File: src/rtl/intc_pkg.sv
`timescale 1ns/1ps
package intc_pkg;
    typedef enum logic [1:0] {S_IDLE, S_SORT, S_HOLD} sort_st_e;

    localparam logic [11:0] A_REV  = 12'h000;
    localparam logic [11:0] A_SYSC = 12'h010;
    localparam logic [11:0] A_SYSS = 12'h014;
    localparam logic [11:0] A_ACT  = 12'h040;
    localparam logic [11:0] A_CTRL = 12'h048;
    localparam logic [11:0] A_PROT = 12'h04C;
    localparam logic [11:0] A_IDLE = 12'h050;
    localparam logic [11:0] A_THR  = 12'h068;
    localparam logic [11:0] A_BANK = 12'h080;
    localparam logic [11:0] A_LVL  = 12'h100;

    localparam logic [4:0] B_MASK = 5'h04;
    localparam logic [4:0] B_CLR  = 5'h08;
    localparam logic [4:0] B_SET  = 5'h0C;
    localparam logic [4:0] B_PEND = 5'h18;
endpackage

File: src/rtl/intc_pick.sv
`timescale 1ns/1ps
module intc_pick #(
    parameter int NSRC = 96,
    parameter int IW   = 7
) (
    input  logic [NSRC-1:0]   req,
    input  logic [NSRC*6-1:0] lvl_flat,
    input  logic [7:0]        thr,
    output logic              hit,
    output logic [IW-1:0]     idx
);
    logic [5:0] best;
    logic [5:0] p;

    always_comb begin
        hit  = 1'b0;
        idx  = '0;
        best = 6'h3f;
        p    = '0;
        for (int i = 0; i < NSRC; i++) begin
            p = lvl_flat[i*6 +: 6];
            // strict compare keeps the lower index on a tie
            if (req[i] && ({2'b00, p} < thr) && (!hit || p < best)) begin
                hit  = 1'b1;
                best = p;
                idx  = IW'(i);
            end
        end
    end
endmodule

File: src/rtl/intc_sort.sv
`timescale 1ns/1ps
module intc_sort
    import intc_pkg::*;
#(
    parameter int SORT_CYCLES = 10,
    parameter int IW          = 7
) (
    input  logic          clk,
    input  logic          rst_n,
    input  logic          clr,
    input  logic          hit,
    input  logic [IW-1:0] idx,
    input  logic          ack,
    output logic          hold,
    output logic [IW-1:0] res_idx,
    output logic          res_spur
);
    localparam int CW = $clog2(SORT_CYCLES);

    typedef struct packed {
        sort_st_e      st;
        logic [CW-1:0] cnt;
        logic [IW-1:0] cap;
        logic          spur;
    } sort_t;

    sort_t s_d, s_q;

    always_comb begin
        s_d = s_q;
        case (s_q.st)
            S_IDLE: if (hit) begin
                s_d.st   = S_SORT;
                s_d.cnt  = CW'(SORT_CYCLES - 2);
                s_d.cap  = idx;
                s_d.spur = 1'b0;
            end
            S_SORT: begin
                if (!hit || idx != s_q.cap) s_d.spur = 1'b1;
                if (s_q.cnt == '0) s_d.st = S_HOLD;
                else               s_d.cnt = s_q.cnt - 1'b1;
            end
            S_HOLD: if (ack) s_d.st = S_IDLE;
            default: s_d.st = S_IDLE;
        endcase
        if (clr) s_d = '{st: S_IDLE, cnt: '0, cap: '0, spur: 1'b0};
    end

    always_ff @(posedge clk or negedge rst_n) begin
        if (!rst_n) s_q <= '{st: S_IDLE, cnt: '0, cap: '0, spur: 1'b0};
        else        s_q <= s_d;
    end

    assign hold     = (s_q.st == S_HOLD);
    assign res_idx  = s_q.cap;
    assign res_spur = s_q.spur;
endmodule

File: src/rtl/intc_top.sv
`timescale 1ns/1ps
module intc_top
    import intc_pkg::*;
#(
    parameter int         NSRC        = 96,
    parameter int         SORT_CYCLES = 10,
    parameter int         RST_CYCLES  = 4,
    parameter logic [3:0] REV_MAJOR   = 4'd4,
    parameter logic [3:0] REV_MINOR   = 4'd0
) (
    input  logic            clk,
    input  logic            rst_n,
    input  logic [NSRC-1:0] irq_in,
    input  logic            bus_we,
    input  logic            bus_user,
    input  logic [11:0]     bus_addr,
    input  logic [31:0]     bus_wdata,
    output logic [31:0]     bus_rdata,
    output logic            irq_out
);
    localparam int NBANK = NSRC / 32;
    localparam int IW    = 7;
    localparam int SW    = $clog2(NSRC);
    localparam int BW    = (NBANK > 1) ? $clog2(NBANK) : 1;
    localparam int RCW   = $clog2(RST_CYCLES + 1);

    typedef struct packed {
        logic                 autoidle;
        logic [1:0]           idle;
        logic                 prot;
        logic [7:0]           thr;
        logic [NSRC-1:0]      mask;
        logic [NSRC-1:0][5:0] lvl;
        logic [RCW-1:0]       rcnt;
    } regs_t;

    regs_t r_d, r_q;

    logic                  wr_ok, ack_go, srst_go, sts_done;
    logic                  in_bank, in_lvl;
    logic [6:0]            boff;
    logic [9:0]            loff;
    logic [BW-1:0]         bidx;
    logic [SW-1:0]         bstart, lsel;
    logic [NBANK-1:0][31:0] bank_pend;
    logic                  hit, res_spur;
    logic [IW-1:0]         win_idx, res_idx;
    logic                  prot_q;
    logic [7:0]            thr_q;

    genvar gb;
    for (gb = 0; gb < NBANK; gb++) begin : g_pend
        assign bank_pend[gb] = irq_in[gb*32 +: 32] & ~r_q.mask[gb*32 +: 32];
    end

    always_comb begin
        sts_done = (r_q.rcnt == '0);
        wr_ok    = bus_we && sts_done && !(r_q.prot && bus_user);
        ack_go   = wr_ok && (bus_addr == A_CTRL) && bus_wdata[0];
        srst_go  = wr_ok && (bus_addr == A_SYSC) && bus_wdata[1];
        in_bank  = (bus_addr >= A_BANK) && (bus_addr < A_BANK + 12'(NBANK * 32));
        in_lvl   = (bus_addr >= A_LVL) && (bus_addr < A_LVL + 12'(NSRC * 4))
                   && (bus_addr[1:0] == 2'b00);
        boff     = bus_addr[11:5] - 7'h04;
        loff     = bus_addr[11:2] - 10'h040;
        bidx     = BW'(boff);
        bstart   = SW'({boff, 5'd0});
        lsel     = SW'(loff);
    end

    always_comb begin
        r_d = r_q;
        if (r_q.rcnt != '0) r_d.rcnt = r_q.rcnt - 1'b1;
        if (wr_ok) begin
            case (bus_addr)
                A_SYSC:  r_d.autoidle = bus_wdata[0];
                A_IDLE:  r_d.idle     = bus_wdata[1:0];
                A_PROT:  r_d.prot     = bus_wdata[0];
                A_THR:   r_d.thr      = bus_wdata[7:0];
                default: ;
            endcase
            if (in_bank) begin
                case (bus_addr[4:0])
                    B_MASK:  r_d.mask[bstart +: 32] = bus_wdata;
                    B_CLR:   r_d.mask[bstart +: 32] = r_q.mask[bstart +: 32] & ~bus_wdata;
                    B_SET:   r_d.mask[bstart +: 32] = r_q.mask[bstart +: 32] | bus_wdata;
                    default: ;
                endcase
            end
            if (in_lvl) r_d.lvl[lsel] = bus_wdata[7:2];
        end
        if (srst_go) begin
            r_d          = '0;
            r_d.thr      = 8'hFF;
            r_d.mask     = '1;
            r_d.rcnt     = RCW'(RST_CYCLES);
        end
    end

    always_ff @(posedge clk or negedge rst_n) begin
        if (!rst_n) begin
            r_q      <= '0;
            r_q.thr  <= 8'hFF;
            r_q.mask <= '1;
        end else begin
            r_q <= r_d;
        end
    end

    intc_pick #(.NSRC(NSRC), .IW(IW)) u_pick (
        .req      (irq_in & ~r_q.mask),
        .lvl_flat (r_q.lvl),
        .thr      (r_q.thr),
        .hit      (hit),
        .idx      (win_idx)
    );

    intc_sort #(.SORT_CYCLES(SORT_CYCLES), .IW(IW)) u_sort (
        .clk      (clk),
        .rst_n    (rst_n),
        .clr      (srst_go),
        .hit      (hit),
        .idx      (win_idx),
        .ack      (ack_go),
        .hold     (irq_out),
        .res_idx  (res_idx),
        .res_spur (res_spur)
    );

    assign prot_q = r_q.prot;
    assign thr_q  = r_q.thr;

    always_comb begin
        bus_rdata = '0;
        if (in_bank) begin
            if (bus_addr[4:0] == B_PEND) bus_rdata = bank_pend[bidx];
            else if (bus_addr[4:0] == B_MASK || bus_addr[4:0] == B_CLR ||
                     bus_addr[4:0] == B_SET) bus_rdata = r_q.mask[bstart +: 32];
        end else if (in_lvl) begin
            bus_rdata = {24'd0, r_q.lvl[lsel], 2'b00};
        end else begin
            case (bus_addr)
                A_REV:   bus_rdata = {24'd0, REV_MAJOR, REV_MINOR};
                A_SYSC:  bus_rdata = {31'd0, r_q.autoidle};
                A_SYSS:  bus_rdata = {31'd0, sts_done};
                A_ACT:   bus_rdata = (irq_out && !res_spur) ? {25'd0, res_idx}
                                   : {25'h1FFFFFF, (irq_out ? res_idx : 7'd0)};
                A_PROT:  bus_rdata = {31'd0, r_q.prot};
                A_IDLE:  bus_rdata = {30'd0, r_q.idle};
                A_THR:   bus_rdata = {24'd0, r_q.thr};
                default: bus_rdata = '0;
            endcase
        end
    end
endmodule

File: config.mk
export PLATFORM = sky130hd
export DESIGN_NAME = intc_top
export DESIGN_NICKNAME = d
export VERILOG_FILES = /design/src/rtl/intc_pkg.sv /design/src/rtl/intc_pick.sv /design/src/rtl/intc_sort.sv /design/src/rtl/intc_top.sv
export SDC_FILE = /design/constraint.sdc
export NUM_CORES = 2
export LEC_CHECK = 0
export ABC_CLOCK_PERIOD_IN_PS = 178100
export BUFFER_PORTS_ARGS = -buffer_cell sky130_fd_sc_hd__buf_2
export CORE_MARGIN = 10
export CORE_UTILIZATION = 26
export CTS_CLUSTER_DIAMETER = 100
export DETAILED_ROUTE_END_ITERATION = 10
export HOLD_SLACK_MARGIN = 0.12
export PLACE_DENSITY = 0.39
export SETUP_SLACK_MARGIN = 0.5
export SYNTH_ARGS = -nofsm -noshare
export SYNTH_HDL_FRONTEND = slang
export SYNTH_SLANG_ARGS = --single-unit
File: constraint.sdc
create_clock -name clk -period 178.1 [get_ports clk]
set_clock_uncertainty 0.1 [all_clocks]
set_input_delay 26.715 -clock clk [delete_from_list [all_inputs] [get_ports clk]]
set_output_delay 26.715 -clock clk [all_outputs]
set_load 0.01 [all_outputs]
# Word level (Yosys, flattened, before mapping)
# Index checks and enable logic that the tools add are counted.
[totals]
reg_bits = 701
wordCells = 1094
[op_classes]
n_reduce_logical = 427
addsub = 5
shift = 5
order_cmp = 198
n_mux = 323
eq_ne = 19
n_bitwise = 11
[op_table]
columns = ["operator", "count"]
rows = [
  ["6-bit 2-to-1 mux", 129],
  ["6-bit by 8-bit < comparator with 1-bit output", 96],
  ["687-bit 2-to-1 mux", 1],
  ["684-bit 2-to-1 mux", 1],
  ["576-bit bitwise mux", 1],
  ["576-bit 2-to-1 mux", 1],
  ["6-bit < comparator", 95],
  ["96-bit bitwise mux", 3],
  ["96-bit case mux with 3 select lines", 1],
  ["32-bit by 9-bit variable part select with 96-bit output", 3],
  ["7-bit 2-to-1 mux", 34],
  ["32-bit case mux with 7 select lines", 1],
  ["1-bit logical AND", 203],
  ["32-bit 2-to-1 mux", 6],
  ["32-bit bitwise AND", 4],
  ["32-bit inverter", 4],
  ["1-bit 2-to-1 mux", 100],
  ["1-bit logical NOT", 98],
  ["1-bit logical OR", 98],
  ["96-bit bitwise AND", 1],
  ["96-bit 2-to-1 mux", 1],
  ["96-bit inverter", 1],
  ["32-bit by 9-bit variable shift with 96-bit output, first input constant", 1],
  ["96-bit by 8-bit variable part select with 32-bit output", 1],
  ["45 further kinds", 104],
]

# Logic depth before layout (Yosys ltp)
[depth]
word_depth = 389
depth_mapped = 919
ltp_nobuf = 859

# Hierarchy
# From an unflattened synthesis, not the netlist that was laid out.
[hier_totals]
hier_cells = 10253
hier_area_um2 = 80812.5
[by_module_without_submodules]
columns = ["mod", "seq_area_each_um2", "n_inst", "area_each_um2", "cells_each"]
rows = [
  ["intc_pick", 0.0, 1, 41203.3, 5711],
  ["intc_top", 17321.6, 1, 38808.5, 4463],
  ["intc_sort", 350.3, 1, 800.8, 79],
]

# Least setup slack after synthesis
# Ideal clock, no wire load.
[synth_timing]
kind = "input-to-reg"
from = "input irq_in[0]"
to = "register u_sort.s_q, in the netlist u_sort.res_spur"
required_ps = 177870
arrival_ps = 181204
path_buffers = 62
setup_slack_ps = -3334
cell_stages = 842
path_cell_list = "nand2b_1 o21ba_4 o31ai_2 nor2_1 ha_1 a32oi_1 inv_1 a2111o_1 a21o_4 nand2_1 nand2_1 o21ai_0 inv_1 ha_1 nand2_1 nor2_1 o21a_2 a2111oi_1 (+806 left out) a211oi_2 a211oi_4 mux2_2 ha_1 o21ai_0 nand2b_1 a21oi_1 nor2b_1 o22ai_1 a21oi_1 nor2_1 or3_2 a211oi_2 a211oi_4 a211o_1 xor2_1 nor4_2 a31oi_1"
[synth_via]
elab_chain_cells = 387
elab_cells_between_ends = 674
classes_between = "95 x order compare; 3 x eq/ne; 286 x mux; 1 x bitwise; 289 x reduce/logical"
[synth_lines]
columns = ["element", "line", "text"]
rows = [
  ["start, declared", "intc_top.sv:13", "input logic [NSRC-1:0] irq_in,"],
  ["96-bit bitwise AND (*)", "intc_top.sv:111", ".req (irq_in & ~r_q.mask),"],
  ["1-bit logical AND (*)", "intc_pick.sv:23", "if (req[i] && ({2'b00, p} < thr) && (!hit || p < best)) begin"],
  ["6-bit 2-to-1 mux / 1-bit 2-to-1 mux (equally long branches)", "intc_pick.sv:23", ""],
  ["6-bit < comparator / 1-bit logical NOT (equally long branches)", "intc_pick.sv:23", ""],
  ["1-bit logical OR", "intc_pick.sv:23", ""],
  ["1-bit logical AND", "intc_pick.sv:23", ""],
  ["6-bit 2-to-1 mux / 1-bit 2-to-1 mux (equally long branches)", "intc_pick.sv:23", ""],
  ["6-bit < comparator / 1-bit logical NOT (equally long branches)", "intc_pick.sv:23", ""],
  ["(+371 left out)", "--", ""],
  ["6-bit < comparator / 1-bit logical NOT (equally long branches)", "intc_pick.sv:23", ""],
  ["1-bit logical OR", "intc_pick.sv:23", ""],
  ["1-bit logical AND", "intc_pick.sv:23", ""],
  ["7-bit 2-to-1 mux / 1-bit 2-to-1 mux (equally long branches)", "intc_pick.sv:23", ""],
  ["7-bit inequality test / 1-bit logical NOT (equally long branches)", "intc_sort.sv:39", "if (!hit || idx != s_q.cap) s_d.spur = 1'b1;"],
  ["1-bit logical OR", "intc_sort.sv:39", ""],
  ["3-bit by 2-bit inequality test with 1-bit output (no source line)", "--", ""],
  ["3-bit AND reduction (no source line) (*)", "--", ""],
  ["end signal, assigned", "intc_sort.sv:50", "if (!rst_n) s_q <= '{st: S_IDLE, cnt: '0, cap: '0, spur: 1'b0};"],
  ["end, declared", "intc_sort.sv:27", "sort_t s_d, s_q;"],
]
# Mark *: on every way between the ends. The rest lies on a longest branch, timed or not.
# A chain may end at the register's enable or synchronous reset.

==> impl_metrics.csv <==
group,metric,value,unit
run_status,status,"complete, no violations",
timing,slew_headroom,14.2,%
logic_synthesis,synthDistinctLibCells,207,
grt,busiest_layer,"met2",
route,dr.pass1.iters,8,
grt,grt_pass1_vias,82922,
grt,track_usage,23.8,%
route,vias,86498,
critical_path,crit_end,"u_sort.res_spur",
critical_path,r2r_start,"thr_q[2]",
clocking,clkTransAtPathRegs,60,ps
timing,finalCriticalPeriod,172190,ps
route,first_iter_violations,7168,
grt,grt_pass1_wl,610,mm
timing,max_freq,5.81,MHz
logic_synthesis,syn_inst,10229,
logic_synthesis,synth_flop_cell,"dfrtp_1",
logic_synthesis,synth_top_area_share,18.0,%
clocking,cts_hold_buf,0,
die,core-area,0.318,sq mm
logic_synthesis,synth_warnings,0,
grt,globalRouteMet2Util,39.5,%
critical_path,reg2reg_to,"u_sort.res_spur",
placement,post-dp-hpwl,314,mm
timing,period_share,96.7,%
clocking,cts_tree,"yes",
logic_synthesis,synthTopCellsByCount,"1259 x nand2_1, 1221 x a21oi_1, 1033 x o21ai_0",
clocking,h-tree-depth,3,
pwr,leakage,43.0,nW
critical_path,critPathMaxStageDelay,560,ps
critical_path,rrSetupSlack,30470,ps
critical_path,arrival,172710,ps
pwr,p_per_area,12.1,mW/mm^2
die,start_util,26.1,%
layout,area_delta_synth_final,23.1,%
layout,final_nets,11775,
critical_path,setup.worst_path.start_class,"primary input",
hold_path,hold_class,"flip-flop to flip-flop",
logic_synthesis,yosys_register_bits,701,
route,ant_nets,0,
route,finalWirelength,433,mm
grt,antenna_found_initial,64,
die,die_h,584,um
grt,grt_overflow_total,0,
grt,grt_use_met1,31.1,%
logic_synthesis,yosysMostFrequentCell,"nand2_1",
logic_synthesis,synth_nets,11152,
pwr,ir_drop,0.00000705,V
die,die-area,0.341,sq mm
clocking,cts.path.max_buffers,3,
placement,placed_area,0.0906,sq mm
pwr,p_total,1.23,mW
timing,finalHoldViolCount,0,
route,drc_errors,0,
grt,met3_usage,3.13,%
layout,final_area,0.102,sq mm
critical_path,crit_required,178620,ps
critical_path,critical_path.slowest_cell,"or4_4",
logic_synthesis,syn_avg_cell_area,8.09,sq um
logic_synthesis,synth_area_leader_cell,"dfrtp_1",
die,core.rowCount,207,
placement,routabilityCongestion,0.951,
hold_path,holdCritStartpoint,"r_q[644]",
logic_synthesis,yosys-top-cells-area,"dfrtp_1 18%, ha_1 12%, a21oi_1 7.4%",
run,maxCapViolCount,0,
logic_synthesis,synth_edf_count,0,
critical_path,cp-startpoint,"irq_in[0]",
logic_synthesis,synth_area,0.0828,sq mm
critical_path,crit_fanout,9,
die,io_pins,177,
logic_synthesis,ys_seq_area_share,21.4,%
placement,io_buffers,176,
layout,n_fill_cell,33299,
clocking,cts.sinks,701,
layout,drive_above_1_share,29.1,%
timing,final_max_slew_viol_count,0,
critical_path,crit_type,"primary input to flip-flop",
timing,worst_pin_slew,1280,ps
route,wl_per_cell,28.6,um
route,avgViaCountPerCell,5.71,
critical_path,r2r_cells,810,
die,die_x,584,um
clocking,clk_latency,770,ps
clocking,root_buffer,"clkbuf_16",
clocking,cts_buffers,102,
critical_path,cp_common_cell,"o21ai_2",
timing,finalSetupViolations,0,
critical_path,crit_path_end_kind,"flip-flop",
logic_synthesis,async_flop_share,100,%
grt,grt_max_degree,192,
-- how the worst min path moves through the flow --
stage,cells past startpoint,to,slack (ps)
final,2,r_q[644],410
after global routing,1,r_q[580],430
after CTS,2,r_q[686],400
after detailed placement,2,r_q[686],390
after global placement,2,r_q[686],370
after floorplan,2,r_q[686],350
-- power breakdown --
group          leakage (nW)  switching, mW  internal [mW]
Clock                  1.77         0.0895          0.136
Sequential             9.38        0.00385          0.162
Combinational          31.9          0.475          0.366
-- sequential cells by signal, summed over array words and instances, names as in the netlist --
register and flops:
thr_q 8, u_sort.res_spur 1, u_sort.s_q 6, prot_q 1, u_sort.res_idx 7, r_q 678
-- metal layers --
layer	vias up	routed length, um
met5	-	69
met4	10	20700
met3	760	22500
met2	2919	204000
met1	43510	186000
li1	39299	-
-- metrics by stage --
step / cells / worst slack (ps) / util (%) / setup TNS (ps) / hold WS [ps]
final: 15147 / 5910 / 32.1 / 0 / 411
after global routing: 15132 / -1020 / 32.1 / -4980 / 429
after CTS: 14812 / 533 / 29.9 / 0 / 403
after detailed placement: 14570 / -5080 / 28.5 / -38260 / 387
after global placement: 14570 / -2010 / 28.5 / -13700 / 369
after floorplan: 10229 / 523 / - / 0 / 350
-- cells by family (layout without fill, tap and decap cells) --
family / count (synthesis) / count (layout) / share of synthesized area [%]
AO/OA/AOI/OAI: 3716 / 3717 / 29.5
AND/OR/NAND/NOR: 3395 / 3395 / 20.2
buffers and inverters: 918 / 1626 / 5.49
adder cells (fa/ha/maj): 801 / 801 / 12.0
flip-flops: 701 / 701 / 21.4
multiplexers: 633 / 633 / 10.8
XOR/XNOR: 65 / 65 / 0.688
other: 0 / 29 / 0
-- final cells by class --
class	instances	area [sq um]	share of cell area [%]
multi-input combinational	8611	65800	64.6
clock buffer	146	3000	2.94
timing repair buffer	1109	8200	8.04
tap	4180	5230	5.13
antenna	29	72.6	0.0712
clock inverter	44	616	0.604
sequential	701	17700	17.3
inverter	327	1270	1.25
-- cell usage in the layout (no fill, tap or decap), types with 105 or more instances in the layout --
cell       Yosys  final
buf_2         11    163
nand2b_1     211    209
dfrtp_1      597    597
ha_1         779    659
inv_1        323    294
nor2b_1      139    135
a21oi_2       31    119
nor2_1       779    691
mux4_2       185    185
nand2_1     1259   1195
buf_4         31    890
mux2i_1      362    311
clkbuf_16      0    105
a21o_1       125    124
a21oi_1     1221   1113
o21ai_2       24    109
nand3_1      232    222
o21ai_0     1033    877
-- repair_timing --
item	4_1_cts	5_1_grt
setup endpoints to repair	8	8
gates cloned	0	2
pin swaps	48	525
setup buffers	52	304
resized for setup	141	1027
-- worst max-delay path, delay by kind of cell --
kind | cells | cell delay, ps
adders and majority gates | 118 | 30440
AOI/OAI and AO/OA | 426 | 75900
muxes | 42 | 9820
and+or+nand+nor | 249 | 37820
xor gates and xnor gates | 1 | 140
buffers and inverters | 62 | 7600
(Power assumes the default switching activity.)
